**src/rtl/banked_regfile.sv**
```systemverilog
module banked_regfile (
  input  logic        clk,
  input  logic        rst_n,
  input  logic [3:0]  rd_idx,
  output logic [31:0] rd_data,
  input  logic        wr_en,
  input  logic [3:0]  wr_idx,
  input  logic [31:0] wr_data,
  input  logic        psr_we,
  input  logic [31:0] psr_wdata,
  input  logic        eret,
  input  logic [6:0]  exc_req,
  input  logic [31:0] ret_addr,
  input  logic        hi_vec,
  output logic [31:0] cpsr,
  output logic [31:0] pc,
  output logic        vec_valid
);
  localparam logic [4:0] M_FIQ = 5'b10001, M_IRQ = 5'b10010, M_SVC = 5'b10011,
                         M_ABT = 5'b10111, M_UND = 5'b11011;
  localparam int NB = 6;

  logic [31:0] low_q [8];
  logic [31:0] hu_q  [5];
  logic [31:0] hf_q  [5];
  logic [31:0] sp_q  [NB];
  logic [31:0] lr_q  [NB];
  logic [31:0] spsr_q[NB];

  function automatic logic [2:0] bank_of(input logic [4:0] m);
    case (m)
      M_FIQ:   return 3'd1;
      M_IRQ:   return 3'd2;
      M_SVC:   return 3'd3;
      M_ABT:   return 3'd4;
      M_UND:   return 3'd5;
      default: return 3'd0;
    endcase
  endfunction

  logic [2:0]  cb, nb;
  logic        in_fiq;
  logic [3:0]  rd_off, wr_off;
  assign cb     = bank_of(cpsr[4:0]);
  assign in_fiq = (cb == 3'd1);
  assign rd_off = rd_idx - 4'd8;
  assign wr_off = wr_idx - 4'd8;

  always_comb begin
    if (rd_idx < 4'd8)       rd_data = low_q[rd_idx[2:0]];
    else if (rd_idx < 4'd13) rd_data = in_fiq ? hf_q[rd_off[2:0]] : hu_q[rd_off[2:0]];
    else if (rd_idx == 4'd13) rd_data = sp_q[cb];
    else if (rd_idx == 4'd14) rd_data = lr_q[cb];
    else                      rd_data = pc;
  end

  logic        take, is_rst, set_f;
  logic [4:0]  tmode;
  logic [4:0]  toff;
  logic [31:0] base, ncpsr;
  assign base = hi_vec ? 32'hFFFF0000 : 32'h0;

  always_comb begin
    take = 1'b1; is_rst = 1'b0; set_f = 1'b0; tmode = M_SVC; toff = 5'h00;
    if (exc_req[0])                    begin is_rst = 1'b1; set_f = 1'b1; end
    else if (exc_req[1])               begin tmode = M_ABT; toff = 5'h10; end
    else if (exc_req[2] && !cpsr[6])   begin tmode = M_FIQ; toff = 5'h1C; set_f = 1'b1; end
    else if (exc_req[3] && !cpsr[7])   begin tmode = M_IRQ; toff = 5'h18; set_f = 1'b1; end
    else if (exc_req[4])               begin tmode = M_ABT; toff = 5'h0C; end
    else if (exc_req[5])               begin tmode = M_UND; toff = 5'h04; end
    else if (exc_req[6])               begin tmode = M_SVC; toff = 5'h08; end
    else take = 1'b0;
  end

  assign nb    = bank_of(tmode);
  assign ncpsr = {cpsr[31:8], 1'b1, set_f | cpsr[6], cpsr[5], tmode};

  always_ff @(posedge clk) begin
    if (!rst_n) begin
      for (int i = 0; i < 8; i++) low_q[i] <= '0;
      for (int i = 0; i < 5; i++) begin hu_q[i] <= '0; hf_q[i] <= '0; end
      for (int i = 0; i < NB; i++) begin sp_q[i] <= '0; lr_q[i] <= '0; spsr_q[i] <= '0; end
      cpsr      <= 32'h000000D3;
      pc        <= base;
      vec_valid <= 1'b0;
    end else begin
      vec_valid <= take;
      if (take) begin
        cpsr <= ncpsr;
        pc   <= base | {27'd0, toff};
        if (!is_rst) begin
          spsr_q[nb] <= cpsr;
          lr_q[nb]   <= ret_addr;
        end
      end else if (eret) begin
        pc <= wr_data;
        if (cb != 3'd0) cpsr <= spsr_q[cb];
      end else begin
        if (psr_we) cpsr <= psr_wdata;
        if (wr_en) begin
          if (wr_idx < 4'd8) low_q[wr_idx[2:0]] <= wr_data;
          else if (wr_idx < 4'd13) begin
            if (in_fiq) hf_q[wr_off[2:0]] <= wr_data;
            else        hu_q[wr_off[2:0]] <= wr_data;
          end
          else if (wr_idx == 4'd13) sp_q[cb] <= wr_data;
          else if (wr_idx == 4'd14) lr_q[cb] <= wr_data;
          else                      pc <= wr_data;
        end
      end
    end
  end
endmodule

```
**config.mk**
```make
export PLATFORM = sky130hd
export DESIGN_NAME = banked_regfile
export DESIGN_NICKNAME = d
export VERILOG_FILES = /design/src/rtl/banked_regfile.sv
export SDC_FILE = /design/constraint.sdc
export NUM_CORES = 2
export LEC_CHECK = 0
export CORE_ASPECT_RATIO = 1.4
export CORE_MARGIN = 4
export CORE_UTILIZATION = 40
export DETAILED_ROUTE_END_ITERATION = 8
export PLACE_DENSITY_LB_ADDON = 0.25
export SLEW_MARGIN = 20
export SYNTH_ARGS = -nofsm -noshare
export SYNTH_HDL_FRONTEND = slang
export SYNTH_SLANG_ARGS = --single-unit
```
**constraint.sdc**
```tcl
create_clock -name clk -period 6.4 [get_ports clk]
set_clock_uncertainty 0.1 [all_clocks]
set_input_delay 0.96 -clock clk [delete_from_list [all_inputs] [get_ports clk]]
set_output_delay 0.96 -clock clk [all_outputs]
set_load 0.03 [all_outputs]
```
**Word level (Yosys, flattened, before mapping)**

Memories as Yosys holds them, arrays and structs flattened.
Index checks and enable logic that the tools add are counted.

- Register bits: 65
- Bits in writable memories: 1152
- Input bits: 117
- Output and inout bits: 97
- Memories: 6

- Add/subtract/negate cells: 2
- Magnitude comparators: 4
- Eq/ne operators: 22
- Mux-type cells: 110
- Bitwise operators: 4
- Reduce and logical (&&, ||, !) cells: 19

Memories:

| name | words | bits a word | rd ports | clocked after Yosys merged registers in | wr ports | line | text |
|---|---|---|---|---|---|---|---|
| low_q | 8 | 32 | 1 | 0 | 8 | 23 | `logic [31:0] low_q [8];` |
| lr_q | 6 | 32 | 1 | 0 | 6 | 27 | `logic [31:0] lr_q [NB];` |
| sp_q | 6 | 32 | 1 | 0 | 6 | 26 | `logic [31:0] sp_q [NB];` |
| spsr_q | 6 | 32 | 1 | 0 | 6 | 28 | `logic [31:0] spsr_q[NB];` |
| hf_q | 5 | 32 | 1 | 0 | 5 | 25 | `logic [31:0] hf_q [5];` |
| hu_q | 5 | 32 | 1 | 0 | 5 | 24 | `logic [31:0] hu_q [5];` |

Operators by type and width:

| cell | count |
|---|---|
| 32-bit two-way mux | 24 |
| 32-bit OR reduction | 7 |
| 1-bit two-way mux | 63 |
| 5-bit equality test, second input constant | 10 |
| 4-bit two-way mux | 9 |
| 32-bit by 5-bit OR with 32-bit output | 1 |
| 3-bit one-hot mux with 5 select lines | 2 |
| 3-bit two-way mux | 7 |
| 5-bit two-way mux | 4 |
| 4-bit equality test, second input constant | 4 |
| 4-bit less-than comparator, second input constant | 4 |
| 4-bit != test, second input constant | 4 |
| 7-bit two-way mux | 1 |
| 3-bit nonzero test | 2 |
| 3-bit by 1-bit subtractor with 3-bit output, second input constant | 2 |
| 5-bit AND reduction | 1 |
| 4-bit by 1-bit != test with 1-bit output, second input constant | 1 |
| 2-bit AND reduction | 2 |
| 3-bit by 1-bit equality test with 1-bit output, second input constant | 1 |
| 3-bit by 1-bit != test with 1-bit output, second input constant | 1 |
| 3-bit AND reduction | 1 |
| 1-bit logical AND | 2 |
| 1-bit logical NOT | 2 |
| 2-bit by 1-bit != test with 1-bit output, second input constant | 1 |
| 4 further kinds | 5 |

**Longest topological paths before layout**

- Word-level depth: 13
- Depth in mapped cells: 10
- Depth with buffers taken out: 6

**Worst setup path before layout**

No wires, ideal clock.

- Path kind: input to register
- From: input exc_req[1]
- To: memory low_q[5][0], enable pin
- Arrival time: 4622 ps
- Required time: 5834 ps
- Slack: 1212 ps
- Stages: 6
- Buffers on the path: 2
- Path through: clkbuf_1 -> or4_1 -> buf_2 -> nor2_4 -> nand4_1 -> o21ai_0

RTL lines:

| element | line | text |
|---|---|---|
| start, declared | 12 | `input logic [6:0] exc_req,` |
| end, declared | 23 |  |

**Worst setup path after layout**

- From: register cpsr[3]
- To: output rd_data[27]

- Word-level cells in the longest chain between the ends: 7
- Elaborated cells between the ends (all ways): 14
- Classes of those cells: 6 x eq/ne; 6 x mux; 2 x memory

Ends and longest elaborated chain:

| element | line | text |
|---|---|---|
| start, declared | 15 | `output logic [31:0] cpsr,` |
| start signal, assigned | 89 | `cpsr <= ncpsr;` |
| start signal, assigned | 97 | `if (cb != 3'd0) cpsr <= spsr_q[cb];` |
| start signal, assigned | 99 | `if (psr_we) cpsr <= psr_wdata;` |
| 5-bit equality test | 31 | `case (m)` |
| 3-bit one-hot mux with 5 select lines (*) | 31 |  |
| memory 6 x 32 bit | -- |  |
| 32-bit two-way mux | 53 | `else if (rd_idx == 4'd14) rd_data = lr_q[cb];` |
| 32-bit two-way mux | 52 | `else if (rd_idx == 4'd13) rd_data = sp_q[cb];` |
| 32-bit two-way mux (*) | 51 | `else if (rd_idx < 4'd13) rd_data = in_fiq ? hf_q[rd_off[2:0]] : hu_q[rd_off[2:0]];` |
| 32-bit two-way mux (*) | 50 | `if (rd_idx < 4'd8) rd_data = low_q[rd_idx[2:0]];` |
| end, declared | 5 | `output logic [31:0] rd_data,` |

Every way passes the cells marked *; elsewhere a longest branch is shown, timed or not.

==> flow_metrics.py <==
metrics = {
    "timing": {
        "period_share_pct": 96.9,
        "worst_slew_pin_slew_ns": 1.14,
        "rsz0062_at_grt": "false",
        "final-hold-violation-count": 0,
        "min_period_ns": 6.20,
        "setup_viol": 0,
        "max_slew_margin_pct": 24.0,
        "tns_ns": 0,
        "slew_violations": 0,
        "fmax_mhz": 161,
    },
    "run": {
        "cap_viol_max_count": 0,
    },
    "drt": {
        "ant_nets": 0,
        "via_per_inst": 5.67,
        "wl_um": 205000,
        "drt-wirelength-per-cell_um": 29.0,
        "drtIter0Drc": 4948,
        "vias": 40189,
        "drc": 0,
        "drtPass1Iterations": 8,
    },
    "worst_hold_path": {
        "worstHoldPathType": "flop to flop",
        "hold_depth": 2,
        "hp-start": "cpsr[20]",
        "min_to": "cpsr[20]",
    },
    "setup_path": {
        "setup.worst_path.end_class": "output port",
        "critical_path_class": "flop to output port",
        "reg2regPathDepth": 6,
        "crit_family": "compound AO/OA/AOI/OAI gates",
        "r2r_end": "low_q[7][22]",
        "crit_buf_inv": 2,
        "cp_slowest_stage_delay_ns": 0.75,
        "slowest_stage": "clkdlybuf4s50_1",
        "critPathRequiredTime_ns": 5.34,
        "reg2reg_setup_slack_ns": 1.88,
        "cp_max_fo": 52,
        "start_kind": "flop",
        "crit_chain": "nor2_1, and3_4, buf_4, a211oi_1, a31oi_1, o211ai_1, a21oi_1, clkdlybuf4s50_1",
        "worstPathArrival_ns": 5.14,
        "r2r_start": "cpsr[6]",
    },
    "die": {
        "rows": 171,
        "die_area_um2": 163000,
        "chipWidth_um": 342,
        "ios": 214,
        "start_util_pct": 40.3,
        "die_y_um": 476,
        "core_um2": 155000,
    },
    "clock_tree": {
        "cts_hold_buffers": 0,
        "postCtsSetupRepairBufs": 0,
        "cts_resized": 0,
        "h-tree-depth": 4,
        "clk_pin_slew_ns": 0.06,
        "clockRootBuffer": "clkbuf_16",
        "clkSinkCount": 1409,
        "numCtsBuffers": 144,
        "clkLatencyLatePin_ns": 0.79,
        "cts_tree": "done",
        "clock_path_buffers": 3,
    },
    "global_routing": {
        "grt_pass1_wl_um": 291000,
        "antenna_found_initial": 12,
        "grt_max_degree": 69,
        "grt_overflow": 0,
        "grt_pass1_vias": 39898,
        "grt_util_all_layers_pct": 24.8,
    },
    "synthesis": {
        "synth-compound-area-share_pct": 6.83,
        "synth_mux_area_share_pct": 9.73,
        "synth.avg_cell_area_um2": 14.0,
        "synth_top_family_by_area": "simple AND/OR/NAND/NOR gates",
        "synthSimpleGateAreaFrac_pct": 13.4,
        "ys_types": 73,
        "ys_warn_count": 0,
        "synth-seq-area-share_pct": 67.0,
        "synth-xor-area-share_pct": 0.0280,
        "yosys.area_share.adder_pct": 0,
        "synth_seq_cells": 1409,
        "synth_edf_count": 1376,
        "syn_area_um2": 62700,
        "synth_ff_type": "edfxtp_1",
        "synth_async_sr_flop_share_pct": 0,
        "syn_inst": 4471,
    },
    "layout": {
        "fill_cells": 13614,
        "area_delta_synth_final_pct": 17.4,
        "drive_above_1_share_pct": 15.5,
        "fin_area_um2": 73600,
        "fin_nets": 4994,
    },
    "power_and_ir_drop": {
        "powerDensity_nw_per_um2": 288,
        "max-vdd-ir-drop_mv": 0.268,
        "p_total_mw": 21.2,
        "power.leakage_nw": 26.8,
    },
    "placement": {
        "dp_hpwl_um": 132000,
        "gp_congestion": 0.985,
        "place_area_um2": 68900,
        "numPortBuffers": 213,
    },
    "outcome": {
        "outcome": "completed",
    },
}
[cells in the final DEF (no fill, tap or decap), drive strengths merged, types with 27 or more instances in the layout]
| cell | n |
|---|---|
| buf | 231 |
| mux2i | 67 |
| and2 | 765 |
| o22ai | 27 |
| inv | 93 |
| a21oi | 191 |
| nor2 | 341 |
| mux4 | 218 |
| a22oi | 32 |
| nand3 | 29 |
| clkdlybuf4s50 | 191 |
| and3 | 80 |
| nand2 | 305 |
| o221ai | 36 |
| mux2 | 46 |
| a211oi | 34 |
| a31oi | 30 |
| o21ai | 135 |
| edfxtp | 1376 |
| clkbuf | 189 |
| conb | 226 |
| dfxtp | 33 |
| clkinv | 55 |
[cell families (layout without fill, tap and decap cells)]
group / after synthesis / in the layout
compound gates: 656 / 656
xor+xnor: 2 / 2
buf+inv: 470 / 771
flops: 1409 / 1409
mux: 331 / 331
other cells: 1 / 237
simple gates: 1602 / 1602
[final cells by class]
cell class                 count  area (um2)  share of cell area (%)
clock buffer                 189        3940                    5.35
multi-input combinational   2817       20100                    27.3
clock inverter                77         727                   0.988
antenna                       11        27.5                  0.0374
sequential                  1409       42000                    57.1
timing repair buffer         422        3940                    5.35
inverter                      83         312                   0.423
tap                         2076        2600                    3.53
[worst max path at each step]
stage / start / slack [ns] / cells past startpoint / to
final: cpsr[3] / 0.20 / 8 / rd_data[27]
after global routing: cpsr[3] / 0.13 / 8 / rd_data[27]
after CTS: cpsr[3] / 0.23 / 8 / rd_data[27]
after detailed placement: rd_idx[0] / 0.76 / 8 / rd_data[10]
after global placement: rd_idx[0] / 0.69 / 8 / rd_data[10]
after floorplan: exc_req[1] / 1.21 / 6 / low_q[5][0]
[registers in the layout, summed over array words and instances, names as in the netlist]
name / flops
hf_q: 256
hu_q: 256
low_q: 256
lr_q: 192
sp_q: 192
spsr_q: 192
cpsr: 32
pc: 32
vec_valid: 1
[cells in the mapped netlist, types with 30 or more instances]
| library cell | number | area share, % |
|---|---|---|
| edfxtp_1 | 1376 | 66 |
| and2_1 | 765 | 7.6 |
| nor2_1 | 340 | 2.0 |
| clkbuf_1 | 306 | 1.8 |
| nand2_1 | 305 | 1.8 |
| mux4_2 | 218 | 7.8 |
| a21oi_1 | 191 | 1.5 |
| o21ai_0 | 132 | 1.1 |
| inv_1 | 83 | 0.50 |
| and3_1 | 80 | 0.80 |
| mux2i_1 | 67 | 1.1 |
| buf_2 | 48 | 0.38 |
| mux2_2 | 46 | 0.83 |
| o221ai_1 | 36 | 0.50 |
| a211oi_1 | 34 | 0.41 |
| dfxtp_1 | 33 | 1.1 |
| a22oi_1 | 32 | 0.38 |
| buf_1 | 30 | 0.18 |
[tightest hold or removal path: cells and delay by family, from the launching register on]
family	cells	cell delay (ns)
AO/OA/AOI/OAI	2	0.21
flip-flops	1	0.36
[per-stage QoR]
step,hold WS [ns],setup slack [ns],utilization (%),std cells
final,0.516,0.196,47.4,7084
after global routing,0.503,0.133,47.4,7075
after CTS,0.466,0.233,47.3,7072
after detailed placement,0.509,0.757,44.3,6806
after global placement,0.496,0.693,44.3,6806
after floorplan,0.509,1.21,-,4696
[report_power, final]
group | internal [mW] | switching, mW
Sequential | 10.6 | 0.137
Combinational | 0.682 | 1.36
Clock | 4.81 | 3.68
[per-layer routing]
layer	vias to the layer above	track usage, %	part of all wire, %
met3	442	4.61	8.6
li1	17173	-	-
met5	-	0	0.015
met2	2089	41.6	49
met1	20479	31.1	37
met4	6	11.2	5.1
(Power assumes the default switching activity.)
